File: config.mk
export PLATFORM = sky130hd
export DESIGN_NAME = spi_flash_ctl
export DESIGN_NICKNAME = d
export VERILOG_FILES = /design/src/rtl/spi_eng_pkg.sv /design/src/rtl/spi_eng_tick.sv /design/src/rtl/spi_eng_shift.sv /design/src/rtl/spi_flash_ctl.sv
export SDC_FILE = /design/constraint.sdc
export NUM_CORES = 1
export LEC_CHECK = 0
export BUFFER_PORTS_ARGS = -buffer_cell sky130_fd_sc_hd__buf_4
export CAP_MARGIN = 20
export CORE_ASPECT_RATIO = 1.4
export CORE_MARGIN = 3
export CORE_UTILIZATION = 59
export CTS_CLUSTER_DIAMETER = 60
export DETAILED_ROUTE_END_ITERATION = 12
export GPL_TIMING_DRIVEN = 0
export PLACE_DENSITY_LB_ADDON = 0.12
export SYNTH_ARGS = -nofsm -noshare
export SYNTH_HDL_FRONTEND = slang
export SYNTH_SLANG_ARGS = --single-unit
File: constraint.sdc
create_clock -name clk -period 2.8 [get_ports clk]
set_input_delay 0.14 -clock clk [delete_from_list [all_inputs] [get_ports clk]]
set_output_delay 0.14 -clock clk [all_outputs]
set_load 0.02 [all_outputs]
File: src/rtl/spi_eng_pkg.sv
package spi_eng_pkg;

  localparam logic [4:0] A_CTRL = 5'h00;
  localparam logic [4:0] A_CMD  = 5'h04;
  localparam logic [4:0] A_STAT = 5'h08;
  localparam logic [4:0] A_TXD  = 5'h0C;
  localparam logic [4:0] A_RXD  = 5'h10;

  localparam int MAX_BYTES = 4;
  localparam int FIN_BIT   = 8;
  localparam int BUSY_BIT  = 9;
  localparam int SW_BIT    = 28;
  localparam int WB_BIT    = 29;
  localparam int BANK_LSB  = 12;

  localparam logic [7:0] OP_RDSR = 8'h05;
  localparam logic [7:0] OP_WREN = 8'h06;

  typedef enum logic [1:0] {SQ_IDLE, SQ_SHIFT, SQ_TAIL} seq_t;
  typedef enum logic [1:0] {K_NONE, K_RDSR, K_WREN, K_SEND} kind_t;

  // byte count field limited to MAX_BYTES
  function automatic logic [2:0] clamp_len(logic [2:0] f);
    return (f > 3'(MAX_BYTES)) ? 3'(MAX_BYTES) : f;
  endfunction

  // total clock count for a transmit/receive pair
  function automatic logic [6:0] bits_for(logic [2:0] t, logic [2:0] r);
    return {({1'b0, t} + {1'b0, r}), 3'b000};
  endfunction

  // lowest byte first on the wire: move it to the top of the shift word
  function automatic logic [31:0] byte_swap32(logic [31:0] w);
    return {w[7:0], w[15:8], w[23:16], w[31:24]};
  endfunction

  // trigger priority: status read, then write enable, then software send
  function automatic kind_t pick_kind(logic rdsr, logic wren, logic send);
    if (rdsr)      return K_RDSR;
    else if (wren) return K_WREN;
    else if (send) return K_SEND;
    return K_NONE;
  endfunction

endpackage

File: src/rtl/spi_eng_tick.sv
module spi_eng_tick #(
  parameter int HALF = 2
) (
  input  logic clk,
  input  logic rst_n,
  input  logic run,
  output logic tick
);
  localparam int CW = (HALF > 1) ? $clog2(HALF) : 1;
  localparam logic [CW-1:0] RELOAD = CW'(HALF - 1);

  logic [CW-1:0] cnt;

  always_ff @(posedge clk or negedge rst_n) begin
    if (!rst_n)           cnt <= RELOAD;
    else if (!run)        cnt <= RELOAD;
    else if (cnt == '0)   cnt <= RELOAD;
    else                  cnt <= cnt - 1'b1;
  end

  assign tick = run && (cnt == '0);

  // a tick never arrives in the first cycle of a run
  assert_tick_start_R11: assert property (@(posedge clk) disable iff (!rst_n)
    !run |=> (!tick || HALF == 1));
endmodule

File: src/rtl/spi_eng_shift.sv
module spi_eng_shift (
  input  logic        clk,
  input  logic        rst_n,
  input  logic        load,
  input  logic [31:0] load_word,
  input  logic        fall,
  input  logic        rise,
  input  logic        rx_phase,
  input  logic        miso,
  output logic        mosi,
  output logic        rx_done,
  output logic [7:0]  rx_byte
);
  logic [31:0] tx_sr;
  logic [2:0]  rx_cnt;

  always_ff @(posedge clk or negedge rst_n) begin
    if (!rst_n) begin
      tx_sr <= '0;
      mosi  <= 1'b1;
    end else if (load) begin
      tx_sr <= load_word;
    end else if (fall) begin
      mosi  <= tx_sr[31];
      tx_sr <= {tx_sr[30:0], 1'b0};
    end
  end

  always_ff @(posedge clk or negedge rst_n) begin
    if (!rst_n) begin
      rx_byte <= '0;
      rx_cnt  <= '0;
      rx_done <= 1'b0;
    end else begin
      rx_done <= 1'b0;
      if (load) begin
        rx_cnt <= '0;
      end else if (rise && rx_phase) begin
        rx_byte <= {rx_byte[6:0], miso};
        rx_cnt  <= rx_cnt + 1'b1;
        rx_done <= (rx_cnt == 3'd7);
      end
    end
  end

  // completed bytes are at least eight rising edges apart
  assert_rx_pulse_R4: assert property (@(posedge clk) disable iff (!rst_n)
    rx_done |=> !rx_done);
endmodule

File: src/rtl/spi_flash_ctl.sv
module spi_flash_ctl
  import spi_eng_pkg::*;
#(
  parameter int CLK_DIV   = 4,
  parameter int NUM_BANKS = 4
) (
  input  logic                 clk,
  input  logic                 rst_n,
  input  logic                 reg_en,
  input  logic                 reg_we,
  input  logic [4:0]           reg_addr,
  input  logic [31:0]          reg_wdata,
  output logic [31:0]          reg_rdata,
  output logic                 sclk,
  output logic                 mosi,
  input  logic                 miso,
  output logic [NUM_BANKS-1:0] cs_n
);
  localparam int HALF   = CLK_DIV / 2;
  localparam int BANK_W = (NUM_BANKS > 1) ? $clog2(NUM_BANKS) : 1;

  seq_t              state;
  kind_t             kind_q, kind_new;
  logic              ctl_sw, ctl_wb;
  logic [2:0]        cmd_txn, cmd_rxn;
  logic [BANK_W-1:0] cmd_bank, act_bank;
  logic [31:0]       txd_q, rxd_q;
  logic [7:0]        stat_byte;
  logic              fin;
  logic [6:0]        bit_idx, tot_bits, tx_bits;
  logic [1:0]        rx_idx;
  logic              tail_half;
  logic              sclk_q;

  // named internal events
  logic        wr_ev, wr_cmd, wr_stat, busy, cmd_take, start_ev;
  logic        tick, fall_ev, rise_ev, last_rise, release_ev, rx_phase;
  logic        rx_done;
  logic [7:0]  rx_byte;
  logic [2:0]  n_tx, n_rx;
  logic [31:0] n_word;
  logic [6:0]  n_tot;

  assign wr_ev    = reg_en && reg_we;
  assign wr_cmd   = wr_ev && (reg_addr == A_CMD);
  assign wr_stat  = wr_ev && (reg_addr == A_STAT);
  assign busy     = (state != SQ_IDLE);
  assign cmd_take = wr_cmd && !busy;
  assign kind_new = pick_kind(reg_wdata[10], reg_wdata[11], reg_wdata[7]);
  assign start_ev = cmd_take && (kind_new != K_NONE);

  assign fall_ev    = tick && (state == SQ_SHIFT) && sclk_q;
  assign rise_ev    = tick && (state == SQ_SHIFT) && !sclk_q;
  assign last_rise  = rise_ev && (bit_idx == tot_bits - 7'd1);
  assign release_ev = tick && (state == SQ_TAIL) && tail_half;
  assign rx_phase   = (bit_idx >= tx_bits);

  always_comb begin
    n_tx   = clamp_len(reg_wdata[2:0]);
    n_rx   = clamp_len(reg_wdata[6:4]);
    n_word = byte_swap32(txd_q);
    case (kind_new)
      K_RDSR: begin n_tx = 3'd1; n_rx = 3'd1; n_word = {OP_RDSR, 24'h0}; end
      K_WREN: begin n_tx = 3'd1; n_rx = 3'd0; n_word = {OP_WREN, 24'h0}; end
      default: ;
    endcase
    n_tot = bits_for(n_tx, n_rx);
  end

  spi_eng_tick #(.HALF(HALF)) u_tick (
    .clk(clk), .rst_n(rst_n), .run(busy), .tick(tick)
  );

  spi_eng_shift u_shift (
    .clk(clk), .rst_n(rst_n), .load(start_ev), .load_word(n_word),
    .fall(fall_ev), .rise(rise_ev), .rx_phase(rx_phase), .miso(miso),
    .mosi(mosi), .rx_done(rx_done), .rx_byte(rx_byte)
  );

  // register bank
  always_ff @(posedge clk or negedge rst_n) begin
    if (!rst_n) begin
      ctl_sw   <= 1'b0;
      ctl_wb   <= 1'b0;
      cmd_txn  <= '0;
      cmd_rxn  <= '0;
      cmd_bank <= '0;
      txd_q    <= '0;
    end else if (wr_ev) begin
      if (reg_addr == A_CTRL) begin
        ctl_sw <= reg_wdata[SW_BIT];
        ctl_wb <= reg_wdata[WB_BIT];
      end
      if (cmd_take) begin
        cmd_txn  <= reg_wdata[2:0];
        cmd_rxn  <= reg_wdata[6:4];
        cmd_bank <= reg_wdata[BANK_LSB +: BANK_W];
      end
      if (reg_addr == A_TXD) txd_q <= reg_wdata;
    end
  end

  // sequencer
  always_ff @(posedge clk or negedge rst_n) begin
    if (!rst_n) begin
      state     <= SQ_IDLE;
      kind_q    <= K_NONE;
      act_bank  <= '0;
      bit_idx   <= '0;
      tot_bits  <= '0;
      tx_bits   <= '0;
      tail_half <= 1'b0;
      sclk_q    <= 1'b1;
    end else begin
      if (start_ev) begin
        kind_q    <= kind_new;
        act_bank  <= reg_wdata[BANK_LSB +: BANK_W];
        bit_idx   <= '0;
        tot_bits  <= n_tot;
        tx_bits   <= {1'b0, n_tx, 3'b000};
        tail_half <= 1'b0;
        sclk_q    <= 1'b1;
        state     <= (n_tot == '0) ? SQ_TAIL : SQ_SHIFT;
      end else begin
        if (fall_ev) sclk_q <= 1'b0;
        if (rise_ev) begin
          sclk_q  <= 1'b1;
          bit_idx <= bit_idx + 7'd1;
        end
        if (last_rise) begin
          state     <= SQ_TAIL;
          tail_half <= 1'b0;
        end
        if (tick && state == SQ_TAIL) begin
          if (tail_half) state <= SQ_IDLE;
          else           tail_half <= 1'b1;
        end
      end
    end
  end

  // receive capture, status byte and finished flag
  always_ff @(posedge clk or negedge rst_n) begin
    if (!rst_n) begin
      rxd_q     <= '0;
      rx_idx    <= '0;
      stat_byte <= '0;
      fin       <= 1'b0;
    end else begin
      if (start_ev) begin
        rx_idx <= '0;
        if (kind_new == K_SEND) rxd_q <= '0;
      end else if (rx_done) begin
        rx_idx <= rx_idx + 2'd1;
        if (kind_q == K_RDSR) stat_byte <= rx_byte;
        else                  rxd_q[8*rx_idx +: 8] <= rx_byte;
      end
      if (release_ev)                         fin <= 1'b1;
      else if (wr_stat && !reg_wdata[FIN_BIT]) fin <= 1'b0;
    end
  end

  assign sclk = sclk_q;

  for (genvar g = 0; g < NUM_BANKS; g++) begin : g_cs
    assign cs_n[g] = !(busy && (act_bank == BANK_W'(g)));
  end

  always_comb begin
    reg_rdata = '0;
    case (reg_addr)
      A_CTRL: begin
        reg_rdata[SW_BIT] = ctl_sw;
        reg_rdata[WB_BIT] = ctl_wb;
      end
      A_CMD: begin
        reg_rdata[2:0] = cmd_txn;
        reg_rdata[6:4] = cmd_rxn;
        reg_rdata[BANK_LSB +: BANK_W] = cmd_bank;
      end
      A_STAT: begin
        reg_rdata[7:0]      = stat_byte;
        reg_rdata[FIN_BIT]  = fin;
        reg_rdata[BUSY_BIT] = busy;
      end
      A_TXD:   reg_rdata = txd_q;
      A_RXD:   reg_rdata = rxd_q;
      default: reg_rdata = '0;
    endcase
  end

  // assertions
  assert_cs_onehot_R5: assert property (@(posedge clk) disable iff (!rst_n)
    $onehot0(~cs_n));
  assert_cs_hold_R5: assert property (@(posedge clk) disable iff (!rst_n)
    (busy && !release_ev) |=> (busy && $stable(cs_n)));
  assert_idle_high_R11: assert property (@(posedge clk) disable iff (!rst_n)
    !busy |-> (sclk && (&cs_n)));
  assert_mosi_hold_R3: assert property (@(posedge clk) disable iff (!rst_n)
    $rose(sclk) |-> $stable(mosi));
  assert_fin_sticky_R8: assert property (@(posedge clk) disable iff (!rst_n)
    (fin && !(wr_stat && !reg_wdata[FIN_BIT])) |=> fin);
  assert_busy_ignore_R9: assert property (@(posedge clk) disable iff (!rst_n)
    (busy && wr_cmd) |=> ($stable({cmd_txn, cmd_rxn, cmd_bank, act_bank}) && $stable(tot_bits)));
  assert_done_sets_R8: assert property (@(posedge clk) disable iff (!rst_n)
    release_ev |=> (fin && !busy));
endmodule

==> results.ini, run 1 <==
[grt]
grt_max_degree = 85
grt_pass1_wl_mm = 31.7
overflow = 0
grt_pass1_vias = 6001
grt_use_total_pct = 30.3
grt_antenna_before_repair = 0

[synthesis]
yosys.area.top_type = dfrtp_1
synth_top_family_by_area = compound AO/OA/AOI/OAI gates
netlist_instances = 647
synth_nets = 708
synth_flop_cell = dfrtp_1
synth_xor_area_share_pct = 1.55
async_reset_ff_share_pct = 100
yosysTopAreaCellShare_pct = 51.2
synthTopCellsByArea = dfrtp_1, mux2_2, nand2_1
netlist_area_um2 = 7320
ys_ff_latch = 153
synth-adder-area-share_pct = 3.35
ys_types = 52
muxShareOfSynthArea_pct = 9.75
yosys_warnings = 0
synth_edf_count = 0
avgSynthCellArea_um2 = 11.3
ys_seq_area_share_pct = 52.3
synth-simple-area-share_pct = 13.4
synth_compound_area_share_pct = 15.7

[status]
outcome = complete, but fails checks
violations = DRC

[cells_and_area]
drive_gt1_share_pct = 27.3
nets = 838
layout_commonest_cell = dfrtp_1
antenna_cells = 0
layout_common_cells = dfrtp_1, nand2_1, buf_4
area_growth_syn_to_layout_pct = 24.1
finalInstanceArea_um2 = 9090

[clock_tree]
root_buffer = clkbuf_16
clock_latency_ps = 420
cts_buffers = 17
path_clk_slew_ps = 60
clk_path_buf_depth = 2
tritoncts = yes
cts_htree_levels = 4
cts_sinks = 153

[routing]
wl_per_cell_um = 21.3
drt_iter0_markers = 385
drt-total-wl_mm = 20.0
via_count = 5915
drt_first_pass_iters = 10
drc = 1
ant_nets = 0
vias_per_cell = 6.31

[place]
gp_congestion = 0.879
placed_area_um2 = 8140
dpl.hpwl_mm = 14.1
dpl_worst_slack_ps = -947
port_buffers = 79

[die]
die_area_um2 = 13800
core_area_um2 = 12000
initial_core_util_pct = 61.1
dieHeight_um = 138
io_pins = 80
die_w_um = 100
row_count = 47

[sta]
fin_skew_ps = 8.47
worst-slew-pin-transition_ps = 868
hold_ws_ps = 29.7
finalSetupViolations = 0
setup_ws_ps = 123
slew_headroom_pct = 42.0
max_freq_mhz = 373
hold_violations = 0
period_share_pct = 95.6
slew_viol_final = 0
fin_crit_ps = 2680
rsz0062_at_grt = false

[setup_path]
crit_type = in2reg
cp_top_family = adder cells
critPathBufInv = 4
cp-start-kind = input pin
worstPathRequired_ps = 3150
cp_max_fo = 10
crit_slowest_cell = fa_1
slowest_delay_ps = 450
path_cells = buf_4 -> inv_1 -> a21oi_1 -> ha_1 -> clkbuf_4 -> clkbuf_4 -> a31o_2 -> ha_1 -> fa_1 -> or2_2 -> a2111oi_4 -> a22oi_1 -> nand2_1
critical_path_arrival_ps = 3030
critPathCaptureType = register

[power_and_ir_drop]
power_uw = 6660
p_leak_uw = 0.00427
power.density_nw_per_um2 = 733
vdd_ir_drop_max_v = 0.000482

[min_path]
hp-class = in2reg

[flow_run]
maxCapViolCount = 0

==> report_power, final <==
part	total (µW)	leakage (µW)	internal [µW]	switching [µW]
logic	1240	0.00206	627	613
registers	3030	0.00192	2630	400
clock network	2390	0.000290	1460	929
total	6660	0.00427	4720	1940
==> cells in the mapped netlist, types with 3 or more instances <==
library cell,number
ha_1,18
a32o_1,18
o21ai_0,12
a22o_1,34
clkbuf_1,24
buf_2,12
nand2_1,97
and3_1,16
a221o_1,13
xor2_1,6
or3_1,5
a22oi_1,16
nor3_1,19
nand3_1,12
o31a_1,4
and2_1,4
o221a_2,17
inv_1,27
a222oi_1,5
mux2_2,59
mux2i_1,5
xnor2_1,7
dfstp_2,3
nor2_1,23
a21oi_1,5
nand4_1,6
dfrtp_1,150
==> worst reg2reg max path: stages, from the launching register on <==
cell      delay (ps)
dfrtp_1          450
inv_1            100
ha_1             300
nand3b_1          80
a21boi_0          80
o21ai_0          620
buf_2            380
mux2_2           370
==> logic make-up after synthesis <==
group | count (synthesis)
flip-flops | 153
AND/OR/NAND/NOR | 199
XOR/XNOR | 13
buffers and inverters | 68
AO/OA/AOI/OAI | 131
adder cells (fa/ha/maj) | 19
multiplexers | 64
==> routing by layer <==
layer	GRT usage (%)	part of all wire (%)
met5	0	0
met4	15.2	4.0
met3	5.83	6.2
met2	50.5	51
met1	37.5	39
==> flip-flops by register name, summed over array words and instances, names as in the netlist, 3 cells and up <==
signal	flops
bit_idx	7
cmd_rxn	3
cmd_txn	3
rxd_q	32
stat_byte	8
tot_bits	4
tx_bits	3
txd_q	32
u_shift.rx_byte	8
u_shift.rx_cnt	3
u_shift.tx_sr	32
==> through the flow <==
stage	setup TNS, ps	cells	util [%]
2_1_floorplan	0	647	-
4_1_cts	0	937	75.7
3_5_place_dp	-1780	874	67.8
3_3_place_gp	-1820	873	67.6
6_report	0	937	75.8
5_1_grt	0	937	75.8
==> final timing paths <==
kind / from / to / slack, ps / cells after the start
min reg2reg: u_shift.mosi / u_shift.mosi / 470 / 2
max reg2reg: bit_idx[3] / u_shift.rx_byte[3] / 300 / 7
min in group asynchronous: rst_n / tot_bits[3] / 280 / 2
max in group asynchronous: rst_n / txd_q[31] / 1690 / 3
min: reg_wdata[7] / txd_q[7] / 30 / 2
max: reg_wdata[11] / state[1] / 120 / 13
==> what timing repair did <==
item / 4_1_cts / 5_1_grt
hold endpoints to repair: 110 / 0
endpoints found under the setup margin: 2 / 2
setup buffers: 0 / 0
gates resized for setup: 3 / 4
hold buffers: 31 / 0
pin swaps: 0 / 1
==> final cells by class <==
| type | count | area (µm²) |
|---|---|---|
| clock inverters | 12 | 164 |
| fillers | 768 | 2910 |
| inverters | 27 | 101 |
| repair buffers | 111 | 935 |
| flip-flops and latches | 153 | 3830 |
| clock buffers | 20 | 457 |
| well taps | 147 | 184 |
| plain buffers | 41 | 195 |
| multi-input cells | 426 | 3220 |
Note: power is estimated with default switching activity, not from simulation.
==> run 2, diff against run 1 <==
--- a/config.mk
+++ b/config.mk
@@ -7,9 +7,11 @@
 export LEC_CHECK = 0
 export BUFFER_PORTS_ARGS = -buffer_cell sky130_fd_sc_hd__buf_4
 export CAP_MARGIN = 20
+export CELL_PAD_IN_SITES_DETAIL_PLACEMENT = 1
+export CELL_PAD_IN_SITES_GLOBAL_PLACEMENT = 1
 export CORE_ASPECT_RATIO = 1.4
 export CORE_MARGIN = 3
-export CORE_UTILIZATION = 59
+export CORE_UTILIZATION = 47
 export CTS_CLUSTER_DIAMETER = 60
 export DETAILED_ROUTE_END_ITERATION = 12
 export GPL_TIMING_DRIVEN = 0
==> run 2 against run 1 <==
The run now ends clean. First-iteration DRC count shrank 4.4%. Critical endpoint unchanged. Clock skew increased by 0.86 ps. Global-route usage shrank 2.4 points. Final area increased by 0.28%. Via count fell by 1.5%. Clock power is 4% lower. Combinational power about the same. Wire length is 15% higher. Setup slack gained 21 ps. Die area is 24% higher. Sequential share of layout area decreased by 0.12 points. Largest cell class unchanged.
==> results.ini, run 2 (synthesis results as in run 1) <==
[cells_and_area]
layout_commonest_cell = dfrtp_1
reg_top3 = rxd_q (32), txd_q (32), u_shift.tx_sr (32)
layout_common_cells = dfrtp_1, nand2_1, buf_4
finalInstanceArea_um2 = 9110  ; +0.28%
area_growth_syn_to_layout_pct = 24.4
drive_gt1_share_pct = 27.8  ; +0.41 points
nets = 838  ; unchanged
fin_cells = 981  ; +4.7%
antenna_cells = 0  ; unchanged
nFillCells = 1635  ; +110%

[routing]
drt_first_pass_iters = 5  ; -5
drc = 0  ; -1
vias_per_cell = 5.94  ; -6.0%
via_count = 5824  ; -1.5%
drt-total-wl_mm = 23.0  ; +15%
drt_iter0_markers = 368  ; -4.4%
ant_nets = 0  ; unchanged
wl_per_cell_um = 23.5  ; +10%

[die]
row_count = 53  ; +13%
core_area_um2 = 15100  ; +26%
dieHeight_um = 154  ; +12%
die_area_um2 = 17100  ; +24%
io_pins = 80  ; unchanged
die_w_um = 112  ; +11%
initial_core_util_pct = 48.4  ; -13 points

[sta]
slew_viol_final = 0  ; unchanged
max_freq_mhz = 376  ; +0.80%
fin_crit_ps = 2660  ; -21.2 ps
slew_headroom_pct = 41.1  ; -0.89 points
hold_violations = 0  ; unchanged
hold_ws_ps = 25.9  ; -3.81 ps
rsz0062_at_grt = false
finalSetupViolations = 0  ; unchanged
worst-slew-pin-transition_ps = 876  ; +8.00 ps
period_share_pct = 94.9  ; -0.76 points
fin_skew_ps = 9.33  ; +0.863 ps

[setup_path]
crit_start = reg_wdata[11]
cp_max_fo = 10  ; unchanged
cp-start-kind = input pin
crit_type = in2reg
critical_path_arrival_ps = 3020  ; about the same
worstPathRequired_ps = 3160  ; about the same
critPathCaptureType = register
r2r_start = state[1]

[power_and_ir_drop]
clkPwrFrac_pct = 34.7  ; -1.2 points
p_sw_share_pct = 30.1  ; +0.96 points
p_leak_uw = 0.00426  ; -0.12%
vdd_ir_drop_max_v = 0.000536  ; +11%
power.density_nw_per_um2 = 724  ; -1.3%
p_seq_share_pct = 46.0  ; +0.5 points
pwr-share-comb_pct = 19.3  ; +0.7 points
p_int_uw = 4610  ; -2.3%
switching_power_uw = 1990  ; +2.3%

[min_path]
hp-class = in2reg
hold_start = reg_wdata[7]

[grt]
grt_use_total_pct = 27.9  ; -2.4 points
grt_pass1_wl_mm = 36.8  ; +16%
overflow = 0  ; unchanged
grt_max_degree = 100  ; +18%
grt_pass1_vias = 6504  ; +8.4%
grt_antenna_before_repair = 0  ; unchanged

[clock_tree]
path_clk_slew_ps = 60  ; about the same
cts_sinks = 153  ; unchanged
cts_buffers = 17  ; unchanged
cts_htree_levels = 4  ; unchanged
clock_latency_ps = 430  ; about the same
clk_path_buf_depth = 2  ; unchanged
tritoncts = yes
root_buffer = clkbuf_16

[flow_run]
maxCapViolCount = 0  ; unchanged

[place]
dpl.hpwl_mm = 16.2  ; +15%
placedCellCount = 919  ; +5.1%
placed_area_um2 = 8190  ; +0.69%
gp_congestion = 0.874  ; -0.49%
port_buffers = 79  ; unchanged

[status]
outcome = finished, final reports clean

==> run 2: cell count changes in the layout (fill, tap and decap cells not counted), sizes merged <==
cell and delta:
bufinv -1, clkinvlp -1, clkinv +4, inv -2, clkbuf -2, buf +1
==> run 2: routing by layer <==
layer | track usage [%] | up-vias | part of all wire, %
li1 | - | 2638 | -
met1 | 33.3 | 2999 | 40
met2 | 49.3 | 139 | 54
met3 | 5.04 | 48 | 3.3
met4 | 11.8 | 0 | 2.9
met5 | 0 | - | 0
==> run 2: area by class of cell <==
type / instances / area [µm²] / share of cell area [%]
Timing Repair Buffer: 111 / 935 / 10.3
Clock inverter: 12 / 125 / 1.37
Inverter: 27 / 101 / 1.11
Clock buffer: 19 / 453 / 4.97
Multi-Input combinational cell: 426 / 3230 / 35.4
Sequential cell: 153 / 3830 / 42.0
Buffer: 41 / 200 / 2.20
Tap cell: 192 / 240 / 2.64
==> run 2: stage by stage <==
stage	utilization (%)	power, µW	worst slack [ps]	TNS [ps]
floorplan	-	3770	40.2	0
global placement	54.0	4150	-979	-1840
detailed placement	54.2	4270	-1100	-2080
CTS	60.2	6610	34.6	0
global route	60.3	6930	5.34	0
finish	60.3	6600	144	0
==> run 2: path summary, 6_finish.rpt <==
kind	endpoint	slack (ps)	depth (start not counted)
setup / recovery	state[1]	140	13
hold / removal	txd_q[7]	30	2
setup reg to reg	bit_idx[5]	180	8
hold reg to reg	kind_q[1]	500	1
max in group asynchronous	rxd_q[20]	1690	3
min in group asynchronous	tot_bits[3]	240	2
==> run 2: worst max-delay path: stages <==
cell and delay (ps):
buf_4 140, nor2_2 140, nor2_1 90, ha_1 320
clkbuf_4 210, buf_6 160, o21ai_1 140, ha_1 260
fa_1 460, or2_2 310, a2111oi_4 410, a22oi_1 150
nand2_1 100
==> run 2: power by group through the flow <==
stage / logic (µW) / clock network [µW] / registers (µW)
CTS: 1280 / 2310 / 3030
global placement: 1130 / 0 / 3030
finish: 1270 / 2290 / 3040
detailed placement: 1220 / 0 / 3050
floorplan: 860 / 0 / 2910
global route: 1420 / 2420 / 3090
==> run 2: repair_timing <==
action,4_1_cts,5_1_grt
hold endpoints to repair,96,0
gates resized for setup,4,9
endpoints found under the setup margin,2,2
hold buffers,31,0
buffers inserted,0,0
pin swaps,1,1
